<file path="config.mk">
export PLATFORM = sky130hd
export DESIGN_NAME = strap_capture_ctrl
export DESIGN_NICKNAME = d
export VERILOG_FILES = /design/src/rtl/strap_pkg.sv /design/src/rtl/strap_sync.sv /design/src/rtl/strap_regs.sv /design/src/rtl/pin_drive.sv /design/src/rtl/strap_capture_ctrl.sv
export SDC_FILE = /design/constraint.sdc
export NUM_CORES = 1
export LEC_CHECK = 0
export ABC_AREA = 0
export BUFFER_PORTS_ARGS = -buffer_cell sky130_fd_sc_hd__buf_2
export CORE_MARGIN = 2
export CORE_UTILIZATION = 39
export CTS_CLUSTER_SIZE = 16
export DETAILED_ROUTE_END_ITERATION = 8
export PLACE_DENSITY = 0.72
export SLEW_MARGIN = 30
export SYNTH_ARGS = -nofsm -noshare
export SYNTH_HDL_FRONTEND = slang
export SYNTH_SLANG_ARGS = --single-unit
export TNS_END_PERCENT = 50
</file>
<file path="constraint.sdc">
create_clock -name clk -period 1.1 [get_ports clk]
set_clock_uncertainty 0.05 [all_clocks]
set_input_delay 0.055 -clock clk [delete_from_list [all_inputs] [get_ports clk]]
set_output_delay 0.055 -clock clk [all_outputs]
set_load 0.02 [all_outputs]
</file>
<file path="src/rtl/strap_pkg.sv">
package strap_pkg;
  localparam int ADDR_W = 5;
  localparam int ADV_W  = 4;
  localparam int LED_W  = 2;

  typedef enum logic [1:0] {
    SEL_ADDR = 2'd0,
    SEL_LED  = 2'd1,
    SEL_ADV  = 2'd2,
    SEL_NONE = 2'd3
  } wsel_e;

  localparam logic [LED_W-1:0] LED_MODE_ONE = 2'd1;
  localparam logic [LED_W-1:0] LED_MODE_TWO = 2'd2;

  function automatic logic [ADV_W-1:0] adv_from_strap(input logic an);
    return an ? 4'b1111 : 4'b0101;
  endfunction
endpackage

</file>
<file path="src/rtl/strap_sync.sv">
module strap_sync #(
  parameter int W = 8
) (
  input  logic         clk,
  input  logic [W-1:0] d_i,
  output logic [W-1:0] q_o
);
  genvar g;
  generate
    for (g = 0; g < W; g++) begin : g_bit
      logic s1, s2;
      always_ff @(posedge clk) begin
        s1 <= d_i[g];
        s2 <= s1;
      end
      assign q_o[g] = s2;
    end
  endgenerate
endmodule

</file>
<file path="src/rtl/strap_regs.sv">
module strap_regs
  import strap_pkg::*;
#(
  parameter int AW = ADDR_W,
  localparam int NP = AW + 3
) (
  input  logic             clk,
  input  logic             rst,
  input  logic [NP-1:0]    strap_i,
  input  logic             wr_en,
  input  logic [1:0]       wr_sel,
  input  logic [AW-1:0]    wr_data,
  output logic [AW-1:0]    addr_o,
  output logic             isolate_o,
  output logic [ADV_W-1:0] adv_o,
  output logic [LED_W-1:0] led_mode_o,
  output logic             mdix_en_o
);
  localparam int AN_BIT   = AW;
  localparam int LED_BIT  = AW + 1;
  localparam int MDIX_BIT = AW + 2;

  always_ff @(posedge clk) begin
    if (rst) begin
      addr_o     <= strap_i[AW-1:0];
      isolate_o  <= (strap_i[AW-1:0] == '0);
      adv_o      <= adv_from_strap(strap_i[AN_BIT]);
      led_mode_o <= strap_i[LED_BIT] ? LED_MODE_ONE : LED_MODE_TWO;
      mdix_en_o  <= strap_i[MDIX_BIT];
    end else if (wr_en) begin
      case (wsel_e'(wr_sel))
        SEL_ADDR: addr_o     <= wr_data;
        SEL_LED:  led_mode_o <= wr_data[LED_W-1:0];
        SEL_ADV:  adv_o      <= wr_data[ADV_W-1:0];
        default:  ;
      endcase
    end
  end
endmodule

</file>
<file path="src/rtl/pin_drive.sv">
module pin_drive #(
  parameter int W = 8
) (
  input  logic         clk,
  input  logic         rst,
  input  logic         isolate_i,
  input  logic [W-1:0] pin_out_i,
  output logic [W-1:0] pin_o,
  output logic [W-1:0] pin_oe_o
);
  logic done;

  always_ff @(posedge clk) begin
    if (rst) begin
      done     <= 1'b0;
      pin_oe_o <= '0;
    end else begin
      done     <= 1'b1;
      pin_oe_o <= (done && !isolate_i) ? '1 : '0;
    end
  end

  always_ff @(posedge clk) pin_o <= pin_out_i;
endmodule

</file>
<file path="src/rtl/strap_capture_ctrl.sv">
module strap_capture_ctrl
  import strap_pkg::*;
#(
  parameter int AW = ADDR_W,
  localparam int NP = AW + 3
) (
  input  logic             clk,
  input  logic             rst,
  input  logic [NP-1:0]    strap_pin_i,
  input  logic [NP-1:0]    pin_out_i,
  output logic [NP-1:0]    pin_o,
  output logic [NP-1:0]    pin_oe_o,
  input  logic             wr_en,
  input  logic [1:0]       wr_sel,
  input  logic [AW-1:0]    wr_data,
  output logic [AW-1:0]    addr_o,
  output logic             isolate_o,
  output logic [ADV_W-1:0] adv_o,
  output logic [LED_W-1:0] led_mode_o,
  output logic             mdix_en_o
);
  logic [NP-1:0] strap_s;

  strap_sync #(.W(NP)) u_sync (
    .clk (clk),
    .d_i (strap_pin_i),
    .q_o (strap_s)
  );

  strap_regs #(.AW(AW)) u_regs (
    .clk        (clk),
    .rst        (rst),
    .strap_i    (strap_s),
    .wr_en      (wr_en),
    .wr_sel     (wr_sel),
    .wr_data    (wr_data),
    .addr_o     (addr_o),
    .isolate_o  (isolate_o),
    .adv_o      (adv_o),
    .led_mode_o (led_mode_o),
    .mdix_en_o  (mdix_en_o)
  );

  pin_drive #(.W(NP)) u_drive (
    .clk       (clk),
    .rst       (rst),
    .isolate_i (isolate_o),
    .pin_out_i (pin_out_i),
    .pin_o     (pin_o),
    .pin_oe_o  (pin_oe_o)
  );
endmodule

</file>
==> results of run 1 <==
[worst max-delay path: stages (launching register included)]
cell     delay [ns]
dfxtp_1        0.32
or4_1          0.51
nor2_1         0.10
[registers in the layout, indices dropped and copies added (netlist names)]
register,count
u_regs.mdix_en_o,1
u_regs.adv_o,4
u_drive.pin_oe_o,1
u_sync.g_bit.s1,8
u_sync.g_bit.s2,8
u_drive.pin_o,8
u_regs.addr_o,5
u_regs.isolate_o,1
u_drive.done,1
u_regs.led_mode_o,2
[layout by cell type (no fill, tap or decap), drive strengths merged]
cell type,synthesis,final
edfxtp,13,13
nand2,12,12
clkbuf,0,7
or2,2,2
o21ai,4,4
or4,1,1
buf,8,57
dlygate4sd3,0,20
mux2,2,2
inv,2,2
nand2b,4,4
dfxtp,26,26
nor3b,1,1
clkinv,0,1
nor2,1,1
[worst min-delay path by stage]
stage                         startpoint                         end  slack (ns)  cells after the start
after floorplan             pin_out_i[0]    u_drive.pin_o[0]$_DFF_P_        0.03                      0
after global placement      pin_out_i[2]    u_drive.pin_o[2]$_DFF_P_        0.11                      1
after detailed placement  strap_pin_i[3]  u_sync.g_bit[3].s1$_DFF_P_        0.11                      1
after CTS                            rst        u_drive.done$_DFF_P_       0.008                      2
after global routing                 rst  u_regs.isolate_o$_DFFE_PP_        0.01                      1
final                                rst        u_drive.done$_DFF_P_        0.02                      2
[final cells by class]
type / count / share of cell area [%]
clock buffer: 7 / 4.55
clock inverter: 1 / 0.299
inverter: 2 / 0.448
multi-input combinational: 27 / 8.58
sequential: 39 / 54.4
tap: 31 / 2.31
timing repair buffer: 77 / 29.4
[power groups by stage]
stage	clock network [mW]	registers [mW]	logic, mW
after floorplan	0	1.71	0.0766
after global placement	0	1.64	0.255
after detailed placement	0	1.64	0.259
after CTS	0.883	1.61	0.314
after global routing	0.958	1.61	0.339
final	0.869	1.61	0.313
[through the flow]
| stage | power [mW] | hold WS, ns |
|---|---|---|
| floorplan | 1.79 | 0.0327 |
| CTS | 2.80 | 0.00828 |
| global route | 2.91 | 0.0147 |
| global placement | 1.89 | 0.107 |
| finish | 2.79 | 0.0151 |
| detailed placement | 1.90 | 0.109 |
[timing repair]
item | 4_1_cts | 5_1_grt
hold buffers | 20 | 0
cloned | 0 | 0
setup endpoints to repair | 1 | 9
gates resized for setup | 0 | 1
buffers inserted | 0 | 0
pin swaps | 0 | 0
hold endpoints to repair | 21 | 0
[cells by family (layout without fill, tap and decap cells)]
kind of cell,Yosys count,in the layout,synth area share [%]
multiplexers,2,2,2.01
buffers and inverters,10,87,5.81
flip-flops,39,39,81.3
AND/OR/NAND/NOR,21,21,9.05
AO/OA/AOI/OAI,4,4,1.79
[layer usage]
metal,part of all wire (%),wire length (um),GRT usage (%)
met5,0,0,0
met4,1.8,36,7.31
met3,8.3,165,4.76
met2,54,1070,23.2
met1,36,708,12.7
==> metrics.log, run 1 <==
[metrics] Tmin final: 1.11 ns
[metrics] clock buffer count from CTS: 5
[metrics] horizontal die dimension: 57.6 um
[metrics] maximum fanout along the worst path: 2
[metrics] sequential group share of total power: about 58%
[metrics] clock latency of the later-clocked register in the worst-skew pair: 0.32 ns
[metrics] Req. time, crit path: 1.24 ns
[metrics] remaining number of nets flagged by the antenna check after routing: 0
[metrics] final core occ: 61.3%
[metrics] top-area cell type share of the netlist area: 46.5%
[metrics] number of hold violations in the final report: 0
[metrics] standard-cell rows: 19
[metrics] top cells by area, synth: dfxtp_1, edfxtp_1, buf_4
[metrics] sequential-to-total area share from yosys stat: roughly four fifths
[metrics] final clock period utilization by the worst path: 101%
[metrics] Initial DRC Count: 12
[metrics] clk slew on worst S/H paths: 0.10 ns
[metrics] outcome: finished, violations left
[metrics] worst setup path endpoint: u_regs.isolate_o$_DFFE_PP_
[metrics] worst min path class: primary input to flop
[metrics] # clock sinks: 39
[metrics] Initial Util: 41.0%
[metrics] CP Capture Type: flop
[metrics] number of diodes: 0
[metrics] final WL: 1.98 mm
[metrics] worst setup slack after layout: -0.00726 ns
[metrics] Critical Path Start Type: flop
[metrics] max-capacitance violation count: 0
[metrics] Net Count, Synth: 102
[metrics] Static Leak: 0.798 nW
[metrics] multi-input combinational cell area: around 140 um^2
[metrics] violated checks: setup timing
[metrics] worst slack after detailed placement: 0.0123 ns
[metrics] vias in the first global route: 776
[metrics] global-route wire length before repair: ~3.1 mm
[metrics] synthesized cell area: 1120 um^2
[metrics] most area-hungry cell type in the Yosys netlist: dfxtp_1
[metrics] setup slack of the worst register-to-register path: -0.007 ns
[metrics] count leader, synth: dfxtp_1
[metrics] deepest clock path buffer count: 2
[metrics] Filler Cells Inserted: 198
[metrics] GR Overflow Total: 0
[metrics] number of unique standard cell types used by synthesis: 13
[metrics] Critical Setup Path Class: flop to flop
[metrics] number of ports placed on the die boundary: 55
[metrics] Critical Path AT: 1.25 ns
[metrics] Post-Route Setup TNS: -0.00726 ns
[metrics] routed wirelength normalized by instance count: 10.7 um
[metrics] Gate Count Post-Synth: 76
[metrics] IR drop worst, VDD: 1370 uV
[metrics] I/O Buffers: 54
[metrics] GP Congestion: 0.801
[metrics] total via count after detailed routing: ~790
[metrics] asr flop ratio synth: 0%
[metrics] unrepaired setup endpoints after global routing: yes
[metrics] total of endpoints with negative setup slack in the final report: 1
[metrics] number of max-slew violations in the final report: 0
[metrics] share of layout cells above drive strength 1: between 40% and 50%
[metrics] warning count from the yosys run: 0
[metrics] Post-layout nets: about 180
[metrics] initial antenna violation count: 0
[metrics] most numerous cell types in the synthesized netlist: dfxtp_1, edfxtp_1, nand2_1, buf_4
[metrics] CTS HTree Levels: 2
[metrics] cell area after layout: 1680 um^2
[metrics] first element of the critical path: u_sync.g_bit[1].s2$_DFF_P_
[metrics] worst reg2reg path endpoint: u_regs.isolate_o$_DFFE_PP_
[metrics] switching power: 611 uW
[metrics] Tightest Pin Transition: 0.300 ns
[metrics] share of power burned in combinational logic: roughly 11%
[metrics] largest net degree at the start of global routing: 13
[metrics] power share of the clock group: 31.2%
[metrics] total power per unit cell area: 1660 nW/um^2
[metrics] aggregate global-route resource usage: between 10 and 15%
[metrics] Crit Reg-Reg Startpoint: u_sync.g_bit[1].s2$_DFF_P_
[metrics] Die Ht: ~58 um
[metrics] Vias/cell: 4.30
[metrics] die area: 3320 um^2
[metrics] FF/Latch Area: 912 um^2
[metrics] Post-DP Area: roughly 1400 um^2
[metrics] cell-internal power: 2.18 mW
[metrics] number of enable flip-flop cells after synthesis: 13
[metrics] Fmax achieved: about 900 MHz
[metrics] growth of design area from synthesis to finish: 49.7%
[metrics] first-pass detailed-route iteration total: 4
[metrics] headroom to the max-slew limit: 79.8%
[metrics] area of the core: 2730 um^2
[metrics] proportion of total power due to net switching: 21.9%
[metrics] number of placed instances, taps included: ~160
[metrics] most common flop cell mapped by yosys: dfxtp_1
[metrics] post-synthesis register bit count: 39
[metrics] CTS root buffer: clkbuf_4
[metrics] clock tree from TritonCTS: done
[metrics] worst reg-to-reg path cell count: 2
[metrics] Mapped Avg Cell Area: around 15 um^2
[metrics] number of design rule violations left after detail routing: 0
[metrics] final non-filler cell total: approximately 180
No activity file was read; power rests on OpenSTA's default activity.
==> inputs of run 2 (changes only) <==
REMOVE_ABC_BUFFERS = 1   (was not set)
==> run 2 against run 1 <==
The run now ends clean. Worst hold slack better by 0.10 ns. Maximum frequency up 1.7%. Combinational power up 3%. Core utilization up 1.3 points. Count of clock-buffer cells in the layout is 1 lower. Via count rose by 4.0%. First-iteration DRC count up 33%. Cell count rose by 1.6%. Critical path type unchanged. Highest routed layer unchanged.
==> metrics.log, run 2 (synthesis gave the netlist of run 1 again) <==
[metrics] outcome: completed
[metrics] die area: 3320 um^2
[metrics] clk slew on worst S/H paths: 0.11 ns
[metrics] Fmax achieved: 918 MHz
[metrics] global-route wire length before repair: approximately 3.4 mm
[metrics] number of hold violations in the final report: 0
[metrics] total of endpoints with negative setup slack in the final report: 0
[metrics] Static Leak: 0.812 nW
[metrics] share of layout cells above drive strength 1: 44.9%
[metrics] largest registers: u_drive.pin_o: 8 flops, u_sync.g_bit.s1: 8 flops, u_sync.g_bit.s2: 8 flops
[metrics] Tightest Pin Transition: 0.311 ns
[metrics] highest-count cells in the layout ignoring fill and taps: buf_2, dfxtp_1, dlygate4sd3_1
[metrics] area of the core: about 2700 um^2
[metrics] routed wirelength normalized by instance count: 11.2 um
[metrics] number of diodes: 0
[metrics] initial antenna violation count: 0
[metrics] final WL: 2.10 mm
[metrics] CTS HTree Levels: 2
[metrics] Post-Route Setup TNS: 0 ns
[metrics] Die Ht: 57.6 um
[metrics] aggregate global-route resource usage: about 14%
[metrics] I/O Buffers: 54
[metrics] GR Overflow Total: 0
[metrics] maximum fanout along the worst path: 2
[metrics] Critical Path AT: 1.24 ns
[metrics] first-pass detailed-route iteration total: 4
[metrics] Post-layout nets: 181
[metrics] Critical Path Start Type: flop
[metrics] clock tree from TritonCTS: done
[metrics] Vias/cell: 4.40
[metrics] worst slack after detailed placement: 0.0191 ns
[metrics] number of max-slew violations in the final report: 0
[metrics] CP Capture Type: flop
[metrics] Tmin final: 1.09 ns
[metrics] Initial DRC Count: 16
[metrics] unrepaired setup endpoints after global routing: yes
[metrics] deepest clock path buffer count: 2
[metrics] Post-DP Area: 1390 um^2
[metrics] worst min path class: primary input to flop
[metrics] horizontal die dimension: 57.6 um
[metrics] Initial Util: 41.0%
[metrics] number of design rule violations left after detail routing: 0
[metrics] cell area after layout: 1710 um^2
[metrics] final clock period utilization by the worst path: 99.0%
[metrics] multi-input combinational cell area: approximately 140 um^2
[metrics] vias in the first global route: slightly below 800
[metrics] total via count after detailed routing: 823
[metrics] headroom to the max-slew limit: a little under 80%
[metrics] GP Congestion: 0.880
[metrics] most common cell after layout, fill and taps aside: buf_2
[metrics] standard-cell rows: 19
[metrics] Req. time, crit path: 1.25 ns
[metrics] IR drop worst, VDD: 1350 uV
[metrics] detailed placer's ending HPWL: 1.40 mm
[metrics] FF/Latch Area: 912 um^2
[metrics] clock buffer count from CTS: 5
[metrics] clock latency of the later-clocked register in the worst-skew pair: 0.33 ns
[metrics] Critical Setup Path Class: flop to flop
[metrics] largest net degree at the start of global routing: 13
[metrics] worst setup slack after layout: 0.0112 ns
[metrics] growth of design area from synthesis to finish: 52.8%
[metrics] CTS root buffer: clkbuf_4
[metrics] remaining number of nets flagged by the antenna check after routing: 0
[metrics] final core occ: between 60% and 70%
[metrics] Filler Cells Inserted: 199
[metrics] number of ports placed on the die boundary: 55
[metrics] max-capacitance violation count: 0
[metrics] total power per unit cell area: 1690 nW/um^2
[metrics] # clock sinks: 39
## run 2: cell count changes in the layout (fill, tap and decap cells not counted), sizes merged
cell and delta:
dlygate4sd3 +3, bufinv +1, clkbuf -1
## run 2: cell type report
type	instances	area share, %
multi-input combinational	27	8.41
tap	31	2.27
timing repair buffer	80	30.6
clock inverter	2	2.05
clock buffer	6	3.00
sequential	39	53.3
inverter	2	0.439
## run 2: path summary, 6_finish.rpt
kind | slack, ns | to | cells past startpoint | start
max | 0.01 | u_regs.isolate_o$_DFFE_PP_ | 2 | u_sync.g_bit[1].s2$_DFF_P_
min | 0.12 | u_regs.led_mode_o[0]$_DFFE_PP_ | 3 | rst
max reg2reg | 0.01 | u_regs.isolate_o$_DFFE_PP_ | 2 | u_sync.g_bit[1].s2$_DFF_P_
min reg2reg | 0.29 | u_sync.g_bit[5].s2$_DFF_P_ | 0 | u_sync.g_bit[5].s1$_DFF_P_
## run 2: report_power, final
group | total (mW) | internal [mW] | leakage, nW | switching, mW
clock | 0.961 | 0.537 | 0.0482 | 0.424
combinational | 0.322 | 0.155 | 0.414 | 0.167
sequential | 1.61 | 1.58 | 0.350 | 0.0236
## run 2: metrics by stage
step,hold slack [ns],cells,power [mW]
after CTS,0.106,187,2.91
after floorplan,0.0327,68,1.77
after detailed placement,0.109,156,1.90
final,0.118,187,2.89
after global routing,0.119,187,3.03
after global placement,0.108,156,1.89
## run 2: worst max-delay path, stage by stage (launching register included)
cell     delay (ns)
dfxtp_1        0.32
or4_1          0.50
nor2_1         0.09
## run 2: what timing repair did
item                                    4_1_cts  5_1_grt
buffers inserted                              0        0
endpoints found under the hold margin        27        0
hold buffers                                 23        0
endpoints found under the setup margin        0        9
resized for setup                             0        1
## run 2: routing by layer
metal	vias up	track usage (%)	routed length, um
met3	5	7.03	257
met4	0	8.64	42
li1	402	-	-
met1	362	15.0	805
met5	-	0	0
met2	54	22.6	999
